$ cat config.mk
export PLATFORM = sky130hd
export DESIGN_NAME = digest_size_acct
export DESIGN_NICKNAME = d
export VERILOG_FILES = /design/src/rtl/dsa_pkg.sv /design/src/rtl/dsa_ctrl.sv /design/src/rtl/dsa_datapath.sv /design/src/rtl/digest_size_acct.sv
export SDC_FILE = /design/constraint.sdc
export NUM_CORES = 1
export LEC_CHECK = 0
export CORE_ASPECT_RATIO = 0.5
export CORE_MARGIN = 5
export CORE_UTILIZATION = 49
export CTS_CLUSTER_SIZE = 28
export DETAILED_ROUTE_END_ITERATION = 10
export HOLD_SLACK_MARGIN = 0.06
export PLACE_DENSITY = 0.89
export SYNTH_ARGS = -nofsm -noshare
export SYNTH_HDL_FRONTEND = slang
export SYNTH_SLANG_ARGS = --single-unit
$ cat constraint.sdc
create_clock -name clk -period 5.1 [get_ports clk]
set_input_delay 1.02 -clock clk [delete_from_list [all_inputs] [get_ports clk]]
set_output_delay 1.02 -clock clk [all_outputs]
set_load 0.01 [all_outputs]
$ cat src/rtl/dsa_pkg.sv
package dsa_pkg;
  // Strobes from the control decoder to the datapath
  typedef struct packed {
    logic addData;    // accept data-size write into balance
    logic consume;    // subtract one word
    logic loadKey;    // store key length
    logic setSizeErr; // misaligned data-size write
    logic setKeyErr;  // oversize key write
    logic clearErr;   // clear both flags
  } ctrl_s;
endpackage

$ cat src/rtl/dsa_ctrl.sv
module dsa_ctrl
  import dsa_pkg::*;
#(
  parameter int DATA_W     = 21,
  parameter int OFFSET_LSB = 3,
  parameter int BLOCK_LSB  = 9,
  parameter int KEY_MAX    = 64
) (
  input  logic              wrEn,
  input  logic              wrSel,
  input  logic [DATA_W-1:0] wrData,
  input  logic              contMode,
  input  logic              fifoNotEmpty,
  input  logic              wordTaken,
  input  logic              errClear,
  input  logic              cntPositive,
  output ctrl_s             strb,
  output logic              procEn
);
  logic dataWr, keyWr, offsetOk, blockOk, aligned, keyTooBig;

  assign dataWr    = wrEn && !wrSel;
  assign keyWr     = wrEn && wrSel;
  assign offsetOk  = (wrData[OFFSET_LSB-1:0] == '0);
  assign blockOk   = (wrData[BLOCK_LSB-1:0] == '0);
  assign aligned   = offsetOk && (!contMode || blockOk);
  assign keyTooBig = (wrData > DATA_W'(KEY_MAX));

  always_comb begin
    strb            = '0;
    strb.addData    = dataWr && aligned;
    strb.setSizeErr = dataWr && !aligned;
    strb.loadKey    = keyWr && !keyTooBig;
    strb.setKeyErr  = keyWr && keyTooBig;
    strb.consume    = wordTaken;
    strb.clearErr   = errClear;
  end

  assign procEn = cntPositive && fifoNotEmpty;
endmodule

$ cat src/rtl/dsa_datapath.sv
module dsa_datapath
  import dsa_pkg::*;
#(
  parameter int DATA_W    = 21,
  parameter int WORD_BITS = 64,
  parameter int KEY_MAX   = 64
) (
  input  logic              clk,
  input  logic              rstN,
  input  ctrl_s             strb,
  input  logic [DATA_W-1:0] wrData,
  input  logic              rdSel,
  output logic [DATA_W-1:0] rdData,
  output logic              cntPositive,
  output logic              sizeErr,
  output logic              keyErr
);
  localparam int KEY_W = $clog2(KEY_MAX + 1);
  localparam int EXT_W = DATA_W + 2;
  localparam logic signed [EXT_W-1:0] CNT_MAX = EXT_W'((1 << (DATA_W - 1)) - 1);
  localparam logic signed [EXT_W-1:0] CNT_MIN = -EXT_W'(1 << (DATA_W - 1));

  logic signed [DATA_W-1:0] count;
  logic [KEY_W-1:0]         keyLen;
  logic signed [EXT_W-1:0]  addend, takeAmt, sum;
  logic signed [DATA_W-1:0] countNext;

  always_comb begin
    addend  = strb.addData ? EXT_W'($signed(wrData)) : '0;
    takeAmt = strb.consume ? EXT_W'(WORD_BITS) : '0;
    sum     = EXT_W'(count) + addend - takeAmt;
    if (sum > CNT_MAX)      countNext = CNT_MAX[DATA_W-1:0];
    else if (sum < CNT_MIN) countNext = CNT_MIN[DATA_W-1:0];
    else                    countNext = sum[DATA_W-1:0];
  end

  always_ff @(posedge clk) begin
    if (!rstN) begin
      count   <= '0;
      keyLen  <= '0;
      sizeErr <= 1'b0;
      keyErr  <= 1'b0;
    end else begin
      count   <= countNext;
      if (strb.loadKey) keyLen <= wrData[KEY_W-1:0];
      sizeErr <= strb.setSizeErr | (sizeErr & ~strb.clearErr);
      keyErr  <= strb.setKeyErr  | (keyErr  & ~strb.clearErr);
    end
  end

  assign cntPositive = (count > 0);
  assign rdData = rdSel ? {{(DATA_W-KEY_W){1'b0}}, keyLen} : count;


  size_err_set_chk: assert property (@(posedge clk) disable iff (!rstN)
    strb.setSizeErr |=> sizeErr);

  size_err_sticky_chk: assert property (@(posedge clk) disable iff (!rstN)
    (sizeErr && !strb.clearErr) |=> sizeErr);

  key_reject_chk: assert property (@(posedge clk) disable iff (!rstN)
    strb.setKeyErr |=> (keyErr && $stable(keyLen)));

  count_hold_chk: assert property (@(posedge clk) disable iff (!rstN)
    (!strb.addData && !strb.consume) |=> $stable(count));

  sat_high_chk: assert property (@(posedge clk) disable iff (!rstN)
    (EXT_W'(count) == CNT_MAX && strb.addData && !wrData[DATA_W-1] && !strb.consume)
      |=> (EXT_W'(count) == CNT_MAX));

  key_range_chk: assert property (@(posedge clk) disable iff (!rstN)
    keyLen <= KEY_W'(KEY_MAX));
endmodule

$ cat src/rtl/digest_size_acct.sv
module digest_size_acct
  import dsa_pkg::*;
#(
  parameter int DATA_W     = 21,
  parameter int WORD_BITS  = 64,
  parameter int OFFSET_LSB = 3,
  parameter int BLOCK_LSB  = 9,
  parameter int KEY_MAX    = 64
) (
  input  logic              clk,
  input  logic              rstN,
  input  logic              wrEn,
  input  logic              wrSel,
  input  logic [DATA_W-1:0] wrData,
  input  logic              contMode,
  input  logic              rdSel,
  output logic [DATA_W-1:0] rdData,
  input  logic              fifoNotEmpty,
  input  logic              wordTaken,
  input  logic              errClear,
  output logic              procEn,
  output logic              sizeErr,
  output logic              keyErr
);
  ctrl_s strb;
  logic  cntPositive;

  dsa_ctrl #(
    .DATA_W(DATA_W), .OFFSET_LSB(OFFSET_LSB), .BLOCK_LSB(BLOCK_LSB), .KEY_MAX(KEY_MAX)
  ) ctrl_i (
    .wrEn(wrEn), .wrSel(wrSel), .wrData(wrData), .contMode(contMode),
    .fifoNotEmpty(fifoNotEmpty), .wordTaken(wordTaken), .errClear(errClear),
    .cntPositive(cntPositive), .strb(strb), .procEn(procEn)
  );

  dsa_datapath #(
    .DATA_W(DATA_W), .WORD_BITS(WORD_BITS), .KEY_MAX(KEY_MAX)
  ) dp_i (
    .clk(clk), .rstN(rstN), .strb(strb), .wrData(wrData), .rdSel(rdSel),
    .rdData(rdData), .cntPositive(cntPositive), .sizeErr(sizeErr), .keyErr(keyErr)
  );


  proc_gate_chk: assert property (@(posedge clk) disable iff (!rstN)
    procEn |-> (fifoNotEmpty && !rdData[DATA_W-1]) || rdSel);
endmodule

Yosys cells after proc, flatten, opt, wreduce, memory -nomap -nowiden

Cells that the tools add are included.

Flip-flop bits (word level): 30
Output and inout port bits: 24
Input bits: 30

Muxes and demuxes: 5
Bitwise operators: 6
$lt $le $gt $ge: 4
$add $sub $neg: 2
Reductions and logical operators: 16

Operators with widths:

| operator             | number |
|---|---|
| $mux 21              | 2 |
| $add 21x23->23       | 1 |
| $gt 23x21->1 const B | 1 |
| $lt 23x21->1 const B | 1 |
| $mux 23              | 1 |
| $sub 23x23->23       | 1 |
| $gt 21x1->1 const B  | 1 |
| $gt 21x7->1 const B  | 1 |
| $mux 20              | 1 |
| $logic_not 9->1      | 1 |
| $logic_and 1x1->1    | 8 |
| $mux 7               | 1 |
| $logic_not 1->1      | 4 |
| $logic_not 3->1      | 1 |
| $and 1x1->1          | 2 |
| $not 1->1            | 2 |
| $or 1x1->1           | 2 |
| $reduce_or 2->1      | 1 |
| $logic_or 1x1->1     | 1 |

Longest topological paths before layout

Depth in word-level cells: 10
Depth in mapped cells: 19
Depth with buffers taken out: 16

Cells and area by module

Synthesis repeated with hierarchy kept, for this count alone.

Cells, all modules: 386
Area, all modules: 2942.8 sq um

By module, submodules not included:

| module       | cells each | area an instance (sq um) | times used |
|---|---|---|---|
| dsa_datapath | 367        | 2803.9                   | 1 |
| dsa_ctrl     | 19         | 138.9                    | 1 |

Worst setup path after synthesis

Ideal clock, no wire load.

Path kind: input -> register
From: in wrData[0]
To: reg dp_i.count[9]
Cell stages on the path: 18
Arrival time: 5044 ps
Library setup time: 96 ps
Slack: -39 ps
Required time: 5004 ps
Cell sequence: or3_1 or4_1 o41ai_1 nand2b_1 nor3b_4 buf_6 nand2_1 fa_1 inv_1 ha_1 o21ai_1 a21o_1 or2_1 o21ai_1 a221o_1 a22oi_2 buf_4 o41ai_2

Word-level cells in the longest chain between the ends: 10
Elaborated cells between the ends (all ways): 12

Ends and longest elaborated chain:

| item                 | RTL line               | text |
|---|---|---|
| from (decl)          | digest_size_acct.sv:14 | `input logic [DATA_W-1:0] wrData,` |
| $logic_not 9->1      | dsa_ctrl.sv:25         | `assign blockOk = (wrData[BLOCK_LSB-1:0] == '0);` |
| $logic_or 1x1->1     | dsa_ctrl.sv:26         | `assign aligned = offsetOk && (!contMode \|\| blockOk);` |
| $logic_and 1x1->1    | dsa_ctrl.sv:26         |  |
| $logic_and 1x1->1    | dsa_ctrl.sv:31         | `strb.addData = dataWr && aligned;` |
| $mux 23 (*)          | dsa_datapath.sv:29     | `addend = strb.addData ? EXT_W'($signed(wrData)) : '0;` |
| $add 21x23->23 (*)   | dsa_datapath.sv:31     | `sum = EXT_W'(count) + addend - takeAmt;` |
| $sub 23x23->23 (*)   | dsa_datapath.sv:31     |  |
| $lt 23x21->1         | dsa_datapath.sv:33     | `else if (sum < CNT_MIN) countNext = CNT_MIN[DATA_W-1:0];` |
| $mux 21              | dsa_datapath.sv:33     |  |
| $mux 20 (*)          | dsa_datapath.sv:32     | `if (sum > CNT_MAX) countNext = CNT_MAX[DATA_W-1:0];` |
| to (signal assigned) | dsa_datapath.sv:44     | `count <= countNext;` |
| to (decl)            | dsa_datapath.sv:23     | `logic signed [DATA_W-1:0] count;` |

Mark *: on every way between the ends. The rest lies on a longest branch, timed or not.
A chain may end at the register's enable or synchronous reset.

Worst setup path in the final report

From: in wrData[0]
To: reg dp_i.count[3]

The elaborated chain is that of the path after synthesis.

==> summary.md <==
| Metric | Value |
|---|---|
| Critical Path End | `dp_i.count[3]$_SDFF_PN0_` |
| Antenna Nets Post-Route | `0` |
| Chip Width | `121 um` |
| Core ar. | `6010 um2` |
| Met3 usage | `15.1%` |
| Reg-to-reg endpoint | `dp_i.count[3]$_SDFF_PN0_` |
| Commonest non-fill, non-tap cells in the layout | `buf_4, inv_1, clkdlybuf4s50_1` |
| DRT Pass-1 Iters | `11` |
| Final Skew | `15.9 ps` |
| Signal arrival time at the worst endpoint | `5990 ps` |
| Compound-Gate Fraction of Synth Area | `21.9%` |
| Final worst setup slack | `-714 ps` |
| CTS Buf Count | `5` |
| Initial core utilization | `50.1%` |
| Crit-path leading delay family | `simple AND/OR/NAND/NOR gates` |
| Vias in the first global route | `4142` |
| Die area | `7910 um2` |
| HP Class | `reg -> reg` |
| Synth top area share | `19.9%` |
| Main synth FF type | `dfxtp_1` |
| M2 GR Usage | `57.2%` |
| Final setup fails | `21` |
| Reg clk slew, reported paths | `60 ps` |
| Slew Limit Fails | `0` |
| Worst-skew pair later-pin latency | `300 ps` |
| Maximum fanout along the worst path | `9` |
| Setup crit end kind | `register` |
| Final cell count without fillers | `615` |
| RSZ-0062 raised after global routing | `true` |
| FP Rows | `20` |
| Critical Path, Cell by Cell | `buf_6 > or3_4 > or4_4 > o41ai_4 > nand2b_1 > nor3b_4 > buf_6 > nand2_1 > ha_1 > inv_1 > ha_4 > buf_4 > a21oi_2 > o22ai_2 > and2_2 > or2_1 > o211ai_2 > a22oi_2 > buf_6 > clkbuf_16 > o31ai_4` |
| Layout net count | `609` |
| Met1 usage | `40.7%` |
| Slowest cell on crit path | `or4_4` |
| Area growth, synth to finish | `70.6%` |
| Avg Cell Area, Syn | `7.51 um2` |
| Largest net degree at the start of global routing | `29` |
| Cell type with the highest aggregate area in the netlist | `dfxtp_1` |
| GRT Util Overall | `37.1%` |
| Max Cap Viol | `0` |
| Worst Tran Pin Value | `812 ps` |
| Largest family of logic cells by synthesized area | `simple AND/OR/NAND/NOR gates` |
| Post-synthesis mux area share | `3.03%` |
| DIE HEIGHT | `65.4 um` |
| DRT iter0 DRCs | `985` |
| Fill count | `254` |
| Register area share after synthesis | `19.9%` |
| Synth cell types | `64` |
| Worst path required time | `5270 ps` |
| R2R setup slack | `1450 ps` |
| Post-Syn Area | `3010 um2` |
| Remaining DRCs | `0` |
| H-tree levels | `2` |
| Most common cell on crit path | `buf_6` |
| Minimum clock period | `5810 ps` |
| Worst path bufs/invs | `6` |
| Slew margin rel. | `45.8%` |
| Vias | `4672` |
| Top Usage Layer GRT | `met2` |
| Number of flops mapped to enable cells by yosys | `0` |
| Critical path depth | `21` |
| Synth Area in Adders | `17.7%` |
| Post-Syn Instances | `401` |
| F_max | `172 MHz` |
| CTS tree | `done` |
| Worst setup path class | `in -> reg` |
| Yosys Warn Count | `0` |
| Initial antenna violation count | `0` |
| Most common cell after layout, fill and taps aside | `buf_4` |
| HPWL Detailed | `7650 um` |
| Total gr overflow | `0` |
| Antenna cells | `0` |
| Failing checks | `negative setup slack` |
| Clock root cell | `clkbuf_16` |
| Clock tree sinks | `30` |
| # hold bufs at CTS | `0` |
| WL final | `19200 um` |
| Async S/R FF share, synth | `0%` |
| First-pass GRT wire length | `22400 um` |
| Longest Clk Path Bufs | `2` |
| Dominant cells by area after synthesis | `dfxtp_1, ha_1, inv_1, nand2_1, o31ai_1` |
| Placer Congestion | `0.979` |
| RR Startpoint | `dp_i.count[2]$_SDFF_PN0_` |
| Placed insts | `580` |
| Fin crit share | `114%` |
| Max incr delay on CP | `460 ps` |
| Sum Neg Setup Slack | `-13520 ps` |
| I/O pins | `54` |
| Startpoint type of the worst setup path | `input port` |
| Mean number of vias per cell | `7.60` |
| Share of post-route cells with drive strength above 1 | `37.7%` |
| Buffers on Ports | `53` |
| Simple-Gate Fraction of Synth Area | `22.1%` |
| Routed len/inst | `31.2 um` |
| Post-synthesis xor/xnor area fraction | `4.07%` |
| Worst R2R Path Depth | `13` |
| CP Launch Point | `wrData[0]` |
| Final Hold Violating Endpoints | `0` |
| #FFs+latches synth | `30` |
| Outcome | `complete, but fails checks` |
-- metal layers --
layer	up-vias	wire length, um
li1	1667	-
met4	0	1990
met2	671	7390
met1	2051	6450
met5	-	0
met3	283	3360
-- cell families after synthesis --
family | count (synthesis)
buffers and inverters | 82
AOI/OAI and AO/OA | 93
DFF | 30
other | 2
xor gates and xnor gates | 14
adders and majority gates | 42
muxes | 9
and+or+nand+nor | 129
-- worst min path at each step --
stage	startpoint	to	cells after the start	slack, ps
after global placement	dp_i.sizeErr$_SDFF_PN0_	dp_i.sizeErr$_SDFF_PN0_	2	470
final	dp_i.keyLen[3]$_SDFFE_PN0P_	dp_i.keyLen[3]$_SDFFE_PN0P_	2	520
after global routing	dp_i.keyLen[2]$_SDFFE_PN0P_	dp_i.keyLen[2]$_SDFFE_PN0P_	2	540
after CTS	dp_i.sizeErr$_SDFF_PN0_	dp_i.sizeErr$_SDFF_PN0_	2	480
after floorplan	dp_i.keyLen[0]$_SDFFE_PN0P_	dp_i.keyLen[0]$_SDFFE_PN0P_	2	450
after detailed placement	dp_i.keyErr$_SDFF_PN0_	dp_i.keyErr$_SDFF_PN0_	2	470
-- cell type report --
class | count | area (um2) | share of cell area (%)
multi-input cells | 290 | 2760 | 53.6
repair buffers | 144 | 1290 | 25.1
flip-flops and latches | 30 | 601 | 11.7
inverters | 66 | 248 | 4.82
clock buffers | 7 | 143 | 2.78
well taps | 77 | 96.3 | 1.87
clock inverters | 1 | 5.00 | 0.0974
-- tightest hold or removal path: stages, from the launching register on --
cell and delay [ps]:
dfxtp_1 330, mux2i_1 70, nor2_1 80
-- cells in the mapped netlist, types with 2 or more instances --
library cell	instances
o21bai_1	2
o211ai_1	2
a21boi_0	2
o21ai_0	16
and2_1	5
o31ai_1	16
nand3b_1	3
nor4_1	9
a31oi_1	2
and3_1	8
a21oi_1	22
nor2_1	28
nand3_1	3
and4_1	2
nand2_1	38
conb_1	2
mux2i_1	8
nor2b_1	2
nand4_1	8
inv_1	65
o21ai_1	4
o41ai_2	3
dfxtp_1	30
buf_4	3
o21a_1	3
nor3_1	6
nand2b_1	6
xor2_1	8
or3_1	2
a221oi_1	2
a311oi_1	2
buf_2	4
xnor2_1	6
clkbuf_1	6
a211oi_1	3
o22ai_1	2
ha_1	41
-- repair_timing --
item / CTS / global route
pin swaps: 18 / 45
hold endpoints to repair: 0 / 0
resized for setup: 57 / 95
setup endpoints to repair: 20 / 21
setup buffers: 10 / 17
gates cloned: 4 / 0
-- state kept, by name (all words and copies together) (netlist names) --
name,count
dp_i.count,21
dp_i.keyErr,1
dp_i.sizeErr,1
dp_i.keyLen,7
-- through the flow --
stage	util, %	cell area, um2	worst slack (ps)	hold WS, ps
2_1_floorplan	-	3030	-7.57	454
3_3_place_gp	67.9	4080	-544	465
3_5_place_dp	67.9	4080	-711	468
4_1_cts	77.0	4620	-204	479
5_1_grt	85.6	5140	-1020	537
6_report	85.6	5140	-714	522
Power is left out: the tool's default activity adds up to more than one toggle a clock period on the data nets, which glitch-free logic cannot reach.
